File: src/rtl/cyc_timer_pkg.sv
// Package: shared types and decode constants for the CPU-cycle timer.
// Assumes a 16-bit counter made of four 4-bit nibbles.
package cyc_timer_pkg;

    // Active counter width, ordered so that value + 1 = active nibble count.
    typedef enum logic [1:0] {
        WID_4  = 2'd0,
        WID_8  = 2'd1,
        WID_12 = 2'd2,
        WID_16 = 2'd3
    } wid_e;

    localparam logic [3:0] PAGE_RLD = 4'hE;  // start-value nibble writes
    localparam logic [3:0] PAGE_CTL = 4'hF;  // load / control writes

    // Priority pick of the active width from the control nibble.
    function automatic wid_e pick_width(input logic [3:0] f);
        if (f[3])      return WID_4;
        else if (f[2]) return WID_8;
        else if (f[1]) return WID_12;
        else           return WID_16;
    endfunction

endpackage

File: src/rtl/cyc_timer_dec.sv
// Module: write decoder. Turns a one-clock CPU write into one-hot strobes.
// Assumes wr_en lasts one clock per write. Only the page bits and the low
// select bits are decoded, so the other address bits alias.
module cyc_timer_dec
    import cyc_timer_pkg::*;
#(
    parameter int ADDR_W = 16,
    parameter int SEL_W  = 2
) (
    input  logic              wr_en,
    input  logic [ADDR_W-1:0] wr_addr,
    output logic              rld_we,
    output logic [SEL_W-1:0]  rld_sel,
    output logic              load_we,
    output logic              ctrl_we
);
    logic [3:0] page;

    // Purpose: split the address into page and sub-select fields.
    always_comb begin
        page    = wr_addr[ADDR_W-1 -: 4];
        rld_sel = wr_addr[SEL_W-1:0];
    end

    // Purpose: raise the strobe that matches the decoded address.
    always_comb begin
        rld_we  = wr_en && (page == PAGE_RLD);
        load_we = wr_en && (page == PAGE_CTL) && (wr_addr[1:0] == 2'd0);
        ctrl_we = wr_en && (page == PAGE_CTL) && (wr_addr[1:0] == 2'd1);
    end

endmodule

File: src/rtl/cyc_timer_reload.sv
// Module: start-value register, written one nibble per write.
// Assumes rld_sel is in range (CNT_W / NIB_W nibbles).
module cyc_timer_reload #(
    parameter int CNT_W = 16,
    parameter int NIB_W = 4,
    localparam int NIBS  = CNT_W / NIB_W,
    localparam int SEL_W = $clog2(NIBS)
) (
    input  logic             clk,
    input  logic             rst_n,
    input  logic             rld_we,
    input  logic [SEL_W-1:0] rld_sel,
    input  logic [NIB_W-1:0] nib_in,
    output logic [CNT_W-1:0] rld_val
);
    for (genvar n = 0; n < NIBS; n++) begin : g_nib
        logic [NIB_W-1:0] nib_q;

        // Purpose: hold one nibble of the start value.
        always_ff @(posedge clk) begin
            if (!rst_n)
                nib_q <= '0;
            else if (rld_we && (rld_sel == SEL_W'(n)))
                nib_q <= nib_in;
        end

        assign rld_val[n*NIB_W +: NIB_W] = nib_q;
    end

endmodule

File: src/rtl/cyc_timer_core.sv
// Module: counter, arm bit and width select. Decrements the active low
// bits once per CPU cycle and produces a one-clock fire pulse when they
// reach zero. Assumes four nibbles (one per wid_e value).
module cyc_timer_core
    import cyc_timer_pkg::*;
#(
    parameter int CNT_W = 16,
    parameter int NIB_W = 4,
    localparam int NIBS = CNT_W / NIB_W
) (
    input  logic             clk,
    input  logic             rst_n,
    input  logic             cpu_cycle,
    input  logic             load_we,
    input  logic             ctrl_we,
    input  logic [3:0]       ctl_nib,
    input  logic [CNT_W-1:0] rld_val,
    output logic [CNT_W-1:0] cnt_q,
    output logic             en_q,
    output logic [CNT_W-1:0] mask_w,
    output logic             fire
);
    wid_e             wid_q;
    logic [CNT_W-1:0] act_bits;
    logic [CNT_W-1:0] cnt_dec;
    logic             count_ok;

    // Purpose: build the active-bit mask, one nibble per generate step.
    for (genvar n = 0; n < NIBS; n++) begin : g_mask
        assign mask_w[n*NIB_W +: NIB_W] = {NIB_W{(32'(n) <= 32'(wid_q))}};
    end

    // Purpose: find the count condition and the next counter value.
    always_comb begin
        act_bits = cnt_q & mask_w;
        count_ok = cpu_cycle && en_q && !load_we && !ctrl_we && (act_bits != '0);
        cnt_dec  = (cnt_q & ~mask_w) | ((cnt_q - CNT_W'(1)) & mask_w);
        fire     = count_ok && (act_bits == CNT_W'(1));
    end

    // Purpose: update counter, arm bit and width; writes beat counting.
    always_ff @(posedge clk) begin
        if (!rst_n) begin
            cnt_q <= '0;
            en_q  <= 1'b0;
            wid_q <= WID_16;
        end else if (load_we) begin
            cnt_q <= rld_val;
        end else if (ctrl_we) begin
            en_q  <= ctl_nib[0];
            wid_q <= pick_width(ctl_nib);
        end else if (count_ok) begin
            cnt_q <= cnt_dec;
            if (fire)
                en_q <= 1'b0;
        end
    end

endmodule

File: src/rtl/cyc_timer_irq.sv
// Module: interrupt latch. Set by the fire pulse, cleared by an acknowledge.
// Assumes fire and ack never coincide (the core suppresses fire on writes).
module cyc_timer_irq (
    input  logic clk,
    input  logic rst_n,
    input  logic fire,
    input  logic ack,
    output logic irq_n
);
    logic pend_q;

    // Purpose: hold the pending request until acknowledged.
    always_ff @(posedge clk) begin
        if (!rst_n)
            pend_q <= 1'b0;
        else if (fire)
            pend_q <= 1'b1;
        else if (ack)
            pend_q <= 1'b0;
    end

    assign irq_n = !pend_q;

endmodule

File: src/rtl/cyc_irq_timer.sv
// Module: top of the CPU-cycle interrupt timer. Joins the decoder, the
// start-value register, the counter core and the interrupt latch.
// Assumes one-clock write strobes and a one-clock cpu_cycle enable.
module cyc_irq_timer #(
    parameter int CNT_W  = 16,
    parameter int NIB_W  = 4,
    parameter int ADDR_W = 16,
    parameter int DATA_W = 8,
    localparam int NIBS  = CNT_W / NIB_W,
    localparam int SEL_W = $clog2(NIBS)
) (
    input  logic              clk,
    input  logic              rst_n,
    input  logic              cpu_cycle,
    input  logic              wr_en,
    input  logic [ADDR_W-1:0] wr_addr,
    input  logic [DATA_W-1:0] wr_data,
    output logic              irq_n
);
    logic             rld_we;
    logic [SEL_W-1:0] rld_sel;
    logic             load_we;
    logic             ctrl_we;
    logic [CNT_W-1:0] rld_val;
    logic [CNT_W-1:0] cnt_q;
    logic             en_q;
    logic [CNT_W-1:0] mask_w;
    logic             fire;

    cyc_timer_dec #(.ADDR_W(ADDR_W), .SEL_W(SEL_W)) dec_i (
        .wr_en   (wr_en),
        .wr_addr (wr_addr),
        .rld_we  (rld_we),
        .rld_sel (rld_sel),
        .load_we (load_we),
        .ctrl_we (ctrl_we)
    );

    cyc_timer_reload #(.CNT_W(CNT_W), .NIB_W(NIB_W)) rld_i (
        .clk     (clk),
        .rst_n   (rst_n),
        .rld_we  (rld_we),
        .rld_sel (rld_sel),
        .nib_in  (wr_data[NIB_W-1:0]),
        .rld_val (rld_val)
    );

    cyc_timer_core #(.CNT_W(CNT_W), .NIB_W(NIB_W)) core_i (
        .clk       (clk),
        .rst_n     (rst_n),
        .cpu_cycle (cpu_cycle),
        .load_we   (load_we),
        .ctrl_we   (ctrl_we),
        .ctl_nib   (wr_data[3:0]),
        .rld_val   (rld_val),
        .cnt_q     (cnt_q),
        .en_q      (en_q),
        .mask_w    (mask_w),
        .fire      (fire)
    );

    cyc_timer_irq irq_i (
        .clk   (clk),
        .rst_n (rst_n),
        .fire  (fire),
        .ack   (load_we || ctrl_we),
        .irq_n (irq_n)
    );

endmodule

File: config.mk
export PLATFORM = sky130hd
export DESIGN_NAME = cyc_irq_timer
export DESIGN_NICKNAME = d
export VERILOG_FILES = /design/src/rtl/cyc_timer_pkg.sv /design/src/rtl/cyc_timer_dec.sv /design/src/rtl/cyc_timer_reload.sv /design/src/rtl/cyc_timer_core.sv /design/src/rtl/cyc_timer_irq.sv /design/src/rtl/cyc_irq_timer.sv
export SDC_FILE = /design/constraint.sdc
export NUM_CORES = 1
export LEC_CHECK = 0
export ABC_AREA = 1
export ABC_CLOCK_PERIOD_IN_PS = 4200
export BUFFER_PORTS_ARGS = -buffer_cell sky130_fd_sc_hd__buf_2
export CAP_MARGIN = 40
export CORE_MARGIN = 5
export CORE_UTILIZATION = 40
export DETAILED_ROUTE_END_ITERATION = 10
export PLACE_DENSITY_LB_ADDON = 0.12
export SYNTH_ARGS = -nofsm -noshare
export SYNTH_HDL_FRONTEND = slang
export SYNTH_SLANG_ARGS = --single-unit
File: constraint.sdc
create_clock -name clk -period 4.2 [get_ports clk]
set_clock_uncertainty 0.2 [all_clocks]
set_input_delay 0.21 -clock clk [delete_from_list [all_inputs] [get_ports clk]]
set_output_delay 0.21 -clock clk [all_outputs]
set_load 0.005 [all_outputs]
==> run summary <==
The run finished with clean final reports. The clock period could shrink to 2.10 ns. The tools report the number of rows created at floorplan as 26. The worst register-to-register path has a depth of 10. After layout, the design draws a total of 0.000718 W. The share of the Yosys chip area taken by registers is 34.0%. The power density normalized to cell area was 305 nW/um^2; the final setup violation count was 0. The logs give 16.0% for the combined global-route utilization of all metal layers and 4 for the first-pass iteration count of the detailed router. The filler-free cell count of the finished design came out at 432.

The fraction of the cycle the final worst path needs works out to 50.1%. The most common cell in the netlist was sky130_fd_sc_hd__nand2_1. The commonest register cell after synthesis is sky130_fd_sc_hd__dfxtp_1. TritonCTS created 5 clock buffers. By area, the combinational part of the netlist is dominated by simple AND/OR/NAND/NOR gates.

When the netlist entered floorplanning its net count stood at 377. Once the floorplan was initialized, standard cells occupied 41.3% of the core. The slew at the pin closest to its max-slew limit was 0.504 ns; the number of antenna violations at the first check in global routing was 0. In the synthesized netlist, mux cells make up 0% of the area. Setup repair after global routing left no endpoint under its margin. Based on the critical path, the design can be clocked at up to 476 MHz. Measured along the y axis, the die boundary spans 82.8 um. The logs give 5140 um^2 for the core box area and 2.10 ns for the setup slack of the most critical reg-to-reg path.

The x dimension of the die works out to 82.8 um. TritonCTS built the clock tree. In this run the static leakage power is 1.11 nW. The total wire length is 5120 um. The run gives 29 as the number of top-level pins. The xor/xnor cell area share of the yosys netlist is 0.826%, and the post-cts repair resize count is 0. In the final routed layout, each cell accounts on average for 11.8 um. The top cell type by area accounts for 34.0% of the synthesized area. The clock passes through at most 2 buffers. Beginning of the worst hold path: wr_data[0]. The H-tree generated during clock tree synthesis spans 2 levels. In this run the post-CTS setup repair buffer count came out at 0. Summing the areas of all compound-gate instances in the mapped netlist gives 13.3% of the synthesized area.

The biggest area contributor in the post-synthesis netlist is sky130_fd_sc_hd__dfxtp_1. The detailed router finished its first iteration with 119 violations. Summed over all nets, wire length on met2 after detailed routing comes to 2190 um.

The count of flip-flops with a built-in enable after synthesis was 0. The async set or reset register ratio after synthesis was 0%. After clock tree synthesis, the clock-pin slew on the worst setup and hold paths is 0.08 ns. In this run the worst path has a maximum fanout of 13. The tools report the number of clock sinks seen by CTS as 36. Sorting the synthesized cells by how often they occur yields sky130_fd_sc_hd__nand2_1, sky130_fd_sc_hd__nor2_1, sky130_fd_sc_hd__inv_1. In the post-synthesis netlist, the biggest area contributors are sky130_fd_sc_hd__dfxtp_1, sky130_fd_sc_hd__nand2_1, sky130_fd_sc_hd__nor2_1. In this design, the stage delay of the slowest critical-path cell is 0.35 ns. STA classifies the critical path endpoint as a flip-flop. Total met3 wirelength after detailed routing: 193 um. The highest signal layer in the routed design was met4.

The mean instance size in the synthesized netlist was 6.13 um^2. The run gives 0 as the antenna diode count. The Yosys step of the flow raised 0 warnings. Routability-driven placement finished with a final weighted congestion of 0.822.

The count of nets left with antenna violations once routing finished came out at 0. The run gives 1,893 as the number of global-route vias before repair. After global routing the overflow that remains totals 0. The aggregate negative setup slack is 0 ns, and the vias per cell is 4.77.

The data arrival at the endpoint of the critical path was 2.09 ns; the die outline area was 6860 um^2. The total count of max-transition violations in the final report is 0. Once layout is complete, the utilization of the core stands at 45.8%. The worst setup path is of the flip-flop to flip-flop kind.

For this block, wires on met1 add up to 2650 um. After clock tree synthesis, the flow added hold-fix buffers numbering 0. For this run, the post-layout net count is 392. Of the total synthesized cell area, the portion taken by full adders, half adders and majority gates is 1.77%. After synthesis, the netlist uses 28 different library cells. After synthesis the cells add up to 2120 um^2.

In this run the tightest slew margin relative to its limit is 66.4%. The tool flagged a number of max-cap violations equal to 0. The hold violation total from the final report is 0, and the total DRC errors in the routed layout is 0. The run gives 424 as the cell total after placement. CTS placed an instance of sky130_fd_sc_hd__clkbuf_8 at the clock tree root. The first global-routing pass estimated 9010 um of wire.

Walking the worst path, the cells encountered are inv_1 -> ha_1 -> nor3b_1 -> nand2_2 -> o21ai_4 -> nand2_4 -> nand2_2 -> nand2_1 -> nand2_1 -> nor2_1. Summing over every cut layer, the via total after detailed routing is 2,061. For the worst-skew pair, the clock arrives at the later sink with an insertion delay of 0.29 ns.

The share of post-route cells with drive strength above 1 came out at 10.2%. At the worst endpoint, the required time is 4.19 ns. The class of the most critical hold timing path is input port to flip-flop.

The area added between synthesis and finish was 11.1%. In this run the critical register-to-register path is launched from core_i.cnt_q[0]. The maximum number of pins on one net before global-route repair is 29, and the fraction of the mapped netlist area in simple logic gates is 40.9%. In the synthesized netlist, the number of instances is 346. Counting flops and latches in the post-synthesis netlist gives 36. The largest voltage drop on the vdd net came out at 0.000134 V. Nature of the critical path startpoint: a flip-flop. The detailed placer's ending HPWL was 3810 um.

For this design, the slowest cell found on the critical path is sky130_fd_sc_hd__dfxtp_1. Input and output buffers added on the ports amount to 14. Hold-critical path depth: 3. The worst hold path terminates at rld_i.g_nib[0].nib_q[0].
layout by cell type, fill, tap and decap left out, types with 2 or more instances in the layout:
cell                       instances
sky130_fd_sc_hd__clkinv_1          2
sky130_fd_sc_hd__nand2_2           4
sky130_fd_sc_hd__a21oi_1          27
sky130_fd_sc_hd__o21ai_0          20
sky130_fd_sc_hd__nand3b_1          3
sky130_fd_sc_hd__o21ai_1           2
sky130_fd_sc_hd__buf_2            14
sky130_fd_sc_hd__nor2_1           53
sky130_fd_sc_hd__nor2_2            4
sky130_fd_sc_hd__ha_1              3
sky130_fd_sc_hd__nand3_2           2
sky130_fd_sc_hd__clkbuf_8          5
sky130_fd_sc_hd__o211ai_1          2
sky130_fd_sc_hd__inv_1            40
sky130_fd_sc_hd__nand3_1          27
sky130_fd_sc_hd__xor2_1            2
sky130_fd_sc_hd__nand2_1         105
sky130_fd_sc_hd__dfxtp_1          36
power by group:
group | switching (W) | internal (W) | total, W
Sequential | 0.00000204 | 0.000343 | 0.000345
Clock | 0.000135 | 0.000176 | 0.000311
Combinational | 0.0000396 | 0.0000214 | 0.0000610
layer usage:
metal / up-vias / track usage, %
met5: - / 0
met4: 0 / 4.90
met3: 7 / 3.47
met2: 35 / 24.3
met1: 897 / 22.5
li1: 1122 / -
stage by stage:
| stage | hold WS [ns] | instance area [um^2] | setup slack (ns) |
|---|---|---|---|
| floorplan | 0.174 | 2120 | 2.41 |
| global placement | 0.234 | 2240 | 2.10 |
| detailed placement | 0.237 | 2240 | 2.09 |
| CTS | 0.0560 | 2360 | 2.08 |
| global route | 0.0452 | 2360 | 1.89 |
| finish | 0.0575 | 2360 | 2.10 |
worst max-delay path, delay by kind of cell (launching register included):
kind	cells	cell delay, ns
and+or+nand+nor	7	0.87
DFF	1	0.35
AOI/OAI and AO/OA	1	0.25
buffers and inverters	1	0.17
adders and majority gates	1	0.17
worst max-delay path by stage:
stage	from	endpoint	slack [ns]	cells past startpoint
2_1_floorplan	core_i.cnt_q[0]	flip-flop	2.41	9
3_3_place_gp	core_i.cnt_q[0]	flip-flop	2.10	10
3_5_place_dp	core_i.cnt_q[0]	flip-flop	2.09	10
4_1_cts	core_i.cnt_q[0]	flip-flop	2.08	10
5_1_grt	core_i.cnt_q[0]	flip-flop	1.89	10
6_report	core_i.cnt_q[0]	flip-flop	2.10	10
cells by family after synthesis:
| logic type | count (synthesis) |
|---|---|
| AOI/OAI and AO/OA | 53 |
| xor gates and xnor gates | 2 |
| adders and majority gates | 3 |
| buffers and inverters | 49 |
| DFF | 36 |
| and+or+nand+nor | 203 |
layout make-up:
| cell class | instances | area [um^2] |
|---|---|---|
| Fill cell | 609 | 2780 |
| Multi-Input combinational cell | 261 | 1200 |
| Sequential cell | 36 | 721 |
| Inverter | 43 | 161 |
| Tap cell | 70 | 87.6 |
| Timing Repair Buffer | 14 | 70.1 |
| Clock buffer | 5 | 68.8 |
| Clock inverter | 3 | 42.5 |
(Power assumes the default switching activity.)
